--- config.mk ---
export PLATFORM = sky130hd
export DESIGN_NAME = dual_intc
export DESIGN_NICKNAME = d
export VERILOG_FILES = /design/src/rtl/intc_pkg.sv /design/src/rtl/intc_bank.sv /design/src/rtl/dual_intc.sv
export SDC_FILE = /design/constraint.sdc
export NUM_CORES = 2
export LEC_CHECK = 0
export ABC_AREA = 1
export BUFFER_PORTS_ARGS = -buffer_cell sky130_fd_sc_hd__buf_2
export CAP_MARGIN = 25
export CORE_MARGIN = 2
export CORE_UTILIZATION = 45
export CTS_BUF_LIST = sky130_fd_sc_hd__clkbuf_8
export CTS_CLUSTER_DIAMETER = 30
export DETAILED_ROUTE_END_ITERATION = 7
export MAX_ROUTING_LAYER = met4
export PLACE_DENSITY = 0.71
export SYNTH_ARGS = -nofsm -noshare
export SYNTH_HDL_FRONTEND = slang
export SYNTH_HIERARCHICAL = 1
export SYNTH_SLANG_ARGS = --single-unit
--- constraint.sdc ---
create_clock -name clk -period 41.1 [get_ports clk]
set_input_delay 2.055 -clock clk [delete_from_list [all_inputs] [get_ports clk]]
set_output_delay 2.055 -clock clk [all_outputs]
set_load 0.1 [all_outputs]
--- src/rtl/intc_pkg.sv ---
package intc_pkg;
    localparam int NSRC_DEF = 32;
    localparam int PRIO_W_DEF = 4;
    localparam int ADDR_W_DEF = 12;
    localparam int DATA_W = 32;

    localparam logic [7:0] OFF_MASKED = 8'h00;
    localparam logic [7:0] OFF_RAW    = 8'h04;
    localparam logic [7:0] OFF_ENSET  = 8'h08;
    localparam logic [7:0] OFF_ENCLR  = 8'h0C;
    localparam logic [7:0] OFF_CUR    = 8'h20;
    localparam logic [7:0] OFF_ACK    = 8'h28;
    localparam logic [7:0] OFF_CEIL   = 8'h2C;
endpackage

--- src/rtl/intc_bank.sv ---
module intc_bank #(
    parameter int NSRC = 32,
    parameter int PW = 4,
    localparam int IW = $clog2(NSRC) + 1
) (
    input  logic                   clk,
    input  logic                   rst_n,
    input  logic [NSRC-1:0]        cond,
    input  logic [NSRC-1:0]        capture,
    input  logic [NSRC-1:0][PW-1:0] prio,
    input  logic                   set_we,
    input  logic                   clr_we,
    input  logic                   ceil_we,
    input  logic [NSRC-1:0]        wdata,
    input  logic                   ack,
    output logic [NSRC-1:0]        raw,
    output logic [NSRC-1:0]        masked,
    output logic [NSRC-1:0]        mask,
    output logic [PW-1:0]          ceil,
    output logic [IW-1:0]          cur,
    output logic                   req
);
    typedef struct packed {
        logic [NSRC-1:0] mask;
        logic [NSRC-1:0] held;
        logic [PW-1:0]   ceil;
        logic            req;
    } bank_st_t;

    bank_st_t st_d, st_q;
    logic [NSRC-1:0] qual;
    logic [PW-1:0]   best_p;
    logic            found;

    always_comb begin
        st_d   = st_q;
        raw    = cond | st_q.held;
        masked = raw & st_q.mask;
        for (int n = 0; n < NSRC; n++)
            qual[n] = masked[n] && (prio[n] <= st_q.ceil);

        cur    = IW'(NSRC);
        best_p = '1;
        found  = 1'b0;
        for (int n = 0; n < NSRC; n++) begin
            if (qual[n] && (!found || prio[n] < best_p)) begin
                found  = 1'b1;
                best_p = prio[n];
                cur    = IW'(n);
            end
        end

        if (set_we)  st_d.mask = st_q.mask | wdata;
        if (clr_we)  st_d.mask = st_q.mask & ~wdata;
        if (ceil_we) st_d.ceil = wdata[PW-1:0];
        st_d.held = ((ack ? '0 : st_q.held) | cond) & capture;
        st_d.req  = |qual;
    end

    always_ff @(posedge clk) begin
        if (!rst_n) begin
            st_q.mask <= '0;
            st_q.held <= '0;
            st_q.ceil <= '1;
            st_q.req  <= 1'b0;
        end else begin
            st_q <= st_d;
        end
    end

    assign mask = st_q.mask;
    assign ceil = st_q.ceil;
    assign req  = st_q.req;

    // set bits become visible, others untouched
    a_r3_set_bits: assert property (@(posedge clk) disable iff (!rst_n)
        (set_we && !clr_we) |=> ((st_q.mask & $past(wdata)) == $past(wdata)));
    // cleared bits drop
    a_r4_clr_bits: assert property (@(posedge clk) disable iff (!rst_n)
        (clr_we && !set_we) |=> ((st_q.mask & $past(wdata)) == '0));
    // after an acknowledge only inputs asserted in that cycle stay captured
    a_r8_ack_clears: assert property (@(posedge clk) disable iff (!rst_n)
        ack |=> ((st_q.held & ~$past(cond)) == '0));
    // a request needs an enabled pending input one cycle earlier
    a_r9_req_needs_pending: assert property (@(posedge clk) disable iff (!rst_n)
        req |-> $past(|masked));
endmodule

--- src/rtl/dual_intc.sv ---
module dual_intc #(
    parameter int NSRC = intc_pkg::NSRC_DEF,
    parameter int PW = intc_pkg::PRIO_W_DEF,
    parameter int AW = intc_pkg::ADDR_W_DEF
) (
    input  logic          clk,
    input  logic          rst_n,
    input  logic [NSRC-1:0] src_i,
    input  logic [AW-1:0] bus_addr,
    input  logic          bus_wr,
    input  logic          bus_rd,
    input  logic [31:0]   bus_wdata,
    output logic [31:0]   bus_rdata,
    output logic          irq_o,
    output logic          fiq_o
);
    import intc_pkg::*;
    localparam int NBANK = 2;
    localparam int IW = $clog2(NSRC) + 1;

    typedef struct packed {
        logic [NSRC-1:0]         pol;
        logic [NSRC-1:0]         capture;
        logic [NSRC-1:0][PW-1:0] prio;
        logic [31:0]             rdata;
    } top_st_t;

    top_st_t st_d, st_q;

    logic [3:0] region;
    logic [7:0] off;
    logic [5:0] pidx;
    logic [NSRC-1:0] cond;
    logic [NSRC-1:0] raw    [NBANK];
    logic [NSRC-1:0] masked [NBANK];
    logic [NSRC-1:0] mask   [NBANK];
    logic [PW-1:0]   ceil   [NBANK];
    logic [IW-1:0]   cur    [NBANK];
    logic [NBANK-1:0] req;
    logic [NBANK-1:0] b_set, b_clr, b_ceil, b_ack;

    assign region = bus_addr[11:8];
    assign off    = bus_addr[7:0];
    assign pidx   = bus_addr[7:2];
    assign cond   = src_i ^ ~st_q.pol;

    generate
        for (genvar g = 0; g < NBANK; g++) begin : g_bank
            assign b_set[g]  = bus_wr && region == 4'(g) && off == OFF_ENSET;
            assign b_clr[g]  = bus_wr && region == 4'(g) && off == OFF_ENCLR;
            assign b_ceil[g] = bus_wr && region == 4'(g) && off == OFF_CEIL;
            assign b_ack[g]  = bus_rd && region == 4'(g) && off == OFF_ACK;

            intc_bank #(.NSRC(NSRC), .PW(PW)) u_bank (
                .clk     (clk),
                .rst_n   (rst_n),
                .cond    (cond),
                .capture (st_q.capture),
                .prio    (st_q.prio),
                .set_we  (b_set[g]),
                .clr_we  (b_clr[g]),
                .ceil_we (b_ceil[g]),
                .wdata   (bus_wdata[NSRC-1:0]),
                .ack     (b_ack[g]),
                .raw     (raw[g]),
                .masked  (masked[g]),
                .mask    (mask[g]),
                .ceil    (ceil[g]),
                .cur     (cur[g]),
                .req     (req[g])
            );
        end
    endgenerate

    always_comb begin
        st_d = st_q;
        if (bus_wr) begin
            if (bus_addr == 12'h200) st_d.pol = bus_wdata[NSRC-1:0];
            if (bus_addr == 12'h204) st_d.capture = bus_wdata[NSRC-1:0];
            if (region == 4'h3 && int'(pidx) < NSRC && off[1:0] == 2'b00)
                st_d.prio[pidx] = bus_wdata[PW-1:0];
        end
        if (bus_rd) begin
            st_d.rdata = '0;
            if (region == 4'h0 || region == 4'h1) begin
                case (off)
                    OFF_MASKED:         st_d.rdata = 32'(masked[region[0]]);
                    OFF_RAW:            st_d.rdata = 32'(raw[region[0]]);
                    OFF_ENSET, OFF_ENCLR: st_d.rdata = 32'(mask[region[0]]);
                    OFF_CUR:            st_d.rdata = 32'(cur[region[0]]);
                    OFF_CEIL:           st_d.rdata = 32'(ceil[region[0]]);
                    default:            st_d.rdata = '0;
                endcase
            end else if (bus_addr == 12'h200) begin
                st_d.rdata = 32'(st_q.pol);
            end else if (bus_addr == 12'h204) begin
                st_d.rdata = 32'(st_q.capture);
            end else if (region == 4'h3 && int'(pidx) < NSRC && off[1:0] == 2'b00) begin
                st_d.rdata = 32'(st_q.prio[pidx]);
            end
        end
    end

    always_ff @(posedge clk) begin
        if (!rst_n) begin
            st_q.pol     <= '1;
            st_q.capture <= '0;
            st_q.prio    <= '0;
            st_q.rdata   <= '0;
        end else begin
            st_q <= st_d;
        end
    end

    assign bus_rdata = st_q.rdata;
    assign irq_o     = req[0];
    assign fiq_o     = req[1];

    // a polarity write lands in the register
    a_r1_pol_write: assert property (@(posedge clk) disable iff (!rst_n)
        (bus_wr && bus_addr == 12'h200) |=> (st_q.pol == $past(bus_wdata[NSRC-1:0])));
    // read data holds while no read is issued
    a_r10_rdata_hold: assert property (@(posedge clk) disable iff (!rst_n)
        (!bus_rd && !$past(!rst_n)) |=> $stable(bus_rdata));
endmodule

==> reports/results.txt <==
Status: complete, no violations
FMAX: 0.0282 GHz
Yosys warnings: 6
Post-synthesis cell area: 0.0363 sq mm
Count leader, synth: nand2_1
Max cap viols: 0
Ys flop type: dfxtp_1
Max-slew violations: 0
Setup violators final: 0
Die Ht: 288 um
CTS tree: yes
PD cells: 22.0 mW/mm^2
Final #Nets: 6,305
Core Footprint: 0.0803 sq mm
Cell taking the most area after synthesis: dfxtp_1
Filler Cell Count: 8,374
Cts hold-fix bufs: 0
# port buffers: 113
Peak supply drop: 0.0267 mV
Most used cell, CP: nand2_4
Row count: 104
Library cells used by synthesis: 46
IO Count: 114
Worst setup SP type: input pin
First-pass GRT wire length: 192 mm
M3 GR Usage: 5.03%
Number of enable flip-flop cells after synthesis: 0
Multiplexer share of the synthesized area: 0%
Root buf cell: clkbuf_8
Slew HR: 29.5%
Setup Fix Bufs, Post-CTS: 0
Cells after Synth: 5,923
Crit path DAT: 36.05 ns
R2r setup slk: 6.67 ns
DRT Pass-1 Iters: 5
RSZ-0062 raised after global routing: false
GR Layer Usage met1: 38.7%
Detailed Place HPWL: 90.7 mm
Worst Path Required: 41.71 ns
PostCTS Resize Cnt: 0
Worst Clk Skew: 0.0438 ns
Layout cells sized above 1: 12.7%
Area delta synth->final: 7.14%
DR WL/cell: 17.5 um
Tot GR Track Use: 29.9%
Max Buffers Root-to-Sink: 3
Setup TNS: 0 ns
Origin of the worst setup path: src_i[0]
CP peak stage delay: 0.37 ns
Die width: 288 um
Post-synthesis sequential area ratio: 19.9%
Via Count: 38.4k
CTS sink count: 362
Worst r2r dst: bus_rdata[3]
Post-synth ARST share: 0%
ANT nets after route: 0
Largest net degree at the start of global routing: 126
Placer Congestion: 1.04
Synth Area in Compound Gates: 17.4%
CP Capture Type: register
H-tree levels: 3
Initial Utilization: 45.3%
Iter 0 DRT Violations: 2,920
Worst min path class: register to register
Syn Nets: 6,329
Final min period: 35.44 ns
Gr busiest metal: met2
Largest cells by area after synthesis: dfxtp_1 20%, nand2_1 17%, ha_1 11%
Min Hold Slack: 0.480 ns
Final period utilization: 86.2%
Share of the synthesized area in the top cell type: 19.9%
FF+latch count, synth: 362
P_leak: 20.3 nW
Gr ovfl total: 0
Largest family of logic cells by synthesized area: simple AND/OR/NAND/NOR gates
Simple-gate area share of the yosys netlist: 38.1%
Worst setup path end: bus_rdata[3]
Post-Syn Area per Cell: 6.14 sq um
Post-synth top cells: 1,671 x nand2_1, 684 x inv_1, 449 x nand3_1
Met2 Resource Use GR: 47.2%
Critical path type: input pin to register
Worst path slowest cell: o21ai_0
Xor and xnor fraction of the mapped netlist area: 0.771%
Crit-path max FO: 11
DIE AREA: 0.0830 sq mm
Detailed-route DRC error count: 0
Final hold vios: 0
DR vias/cell: 5.47
Worst slew pin tran: 1.06 ns
Initial antenna violation count: 8
Vias in the first global route: 35.4k
Synth Area in Adders: 11.2%
Total Wirelength: 123 mm
Reg2reg start: g_bank[1].u_bank/ceil[2]
CTS clk-pin slew, worst paths: 0.06 ns
Worst-Skew Late Latency: 0.69 ns
Cts bufs inserted: 77
Cells on worst reg2reg path: 265
[how the worst min path moves through the flow]
| stage | slack (ns) | to | from | cells past startpoint |
|---|---|---|---|---|
| after global placement | 0.46 | g_bank[1].u_bank/st_q[17] | g_bank[1].u_bank/st_q[17] | 2 |
| after global routing | 0.51 | g_bank[0].u_bank/st_q[28] | st_q[183] | 2 |
| after detailed placement | 0.47 | g_bank[0].u_bank/st_q[35] | g_bank[0].u_bank/st_q[35] | 2 |
| after floorplan | 0.45 | st_q[116] | st_q[116] | 2 |
| final | 0.48 | g_bank[0].u_bank/st_q[35] | g_bank[0].u_bank/st_q[35] | 2 |
| after CTS | 0.48 | g_bank[0].u_bank/st_q[35] | g_bank[0].u_bank/st_q[35] | 2 |
[per-stage QoR]
step / cell area, sq um / utilization [%] / std cells / setup WS (ns) / total power, W
after global routing: 38900 / 48.5 / 7023 / 2.08 / 0.000880
after CTS: 38900 / 48.5 / 7021 / 5.97 / 0.000859
after global placement: 37100 / 46.2 / 6877 / 5.80 / 0.000419
final: 38900 / 48.5 / 7023 / 5.66 / 0.000856
after detailed placement: 37100 / 46.2 / 6879 / 5.35 / 0.000420
after floorplan: 36300 / - / 5923 / 10.34 / 0.000401
[cells in the final DEF, fill, tap and decap left out, types with 8 or more instances in the layout]
cell,instances
nor3_1,31
inv_1,692
nand2_4,88
buf_2,112
nor2_2,9
bufinv_16,8
nand4_1,65
nor2_4,28
nor2_1,423
xnor2_1,32
nand3b_1,54
clkinvlp_4,11
clkinv_1,16
dfxtp_1,360
o211ai_1,79
nand2_2,210
o21ai_1,36
a21oi_1,420
o22ai_1,15
o2111a_1,27
clkinv_2,14
buf_4,35
a21boi_1,23
a21boi_0,22
a211oi_1,66
o21ai_0,330
clkbuf_8,86
o21bai_1,56
nand3_1,449
nand2_1,1670
inv_2,114
ha_1,326
clkinv_4,8
[critical path: cells and delay by family]
| family | cells | cell delay, ns |
|---|---|---|
| AND/OR/NAND/NOR | 117 | 9.97 |
| buffers and inverters | 52 | 3.01 |
| AO/OA/AOI/OAI | 60 | 11.05 |
| adder cells (fa/ha/maj) | 31 | 9.58 |
| XOR/XNOR | 1 | 0.29 |
[where the power goes]
part           internal [W]  switching (W)
sequential         0.000353     0.00000109
clock              0.000252       0.000190
combinational     0.0000115      0.0000487
[cells by family (layout without fill, tap and decap cells)]
logic type	count (synthesis)	count (layout)
other	0	1
DFF	362	362
AOI/OAI and AO/OA	1089	1089
and+or+nand+nor	3043	3043
xor gates and xnor gates	32	32
buffers and inverters	1071	1110
adders and majority gates	326	326
[routing by layer]
| metal | wire, um | up-vias |
|---|---|---|
| met5 | 0 | - |
| met4 | 3630 | 0 |
| met2 | 54700 | 1498 |
| met1 | 53800 | 17500 |
| met3 | 11100 | 226 |
| li1 | - | 19200 |
[area by class of cell]
class / instances / area (sq um) / area share, %
clock buffers: 86 / 1180 / 3.04
diodes: 1 / 2.50 / 0.00643
inverters: 817 / 3090 / 7.93
repair buffers: 151 / 917 / 2.36
multi-input cells: 4490 / 24600 / 63.1
flip-flops and latches: 362 / 7250 / 18.6
clock inverters: 56 / 597 / 1.53
well taps: 1060 / 1330 / 3.41
Power figures use the tool's default switching activity.
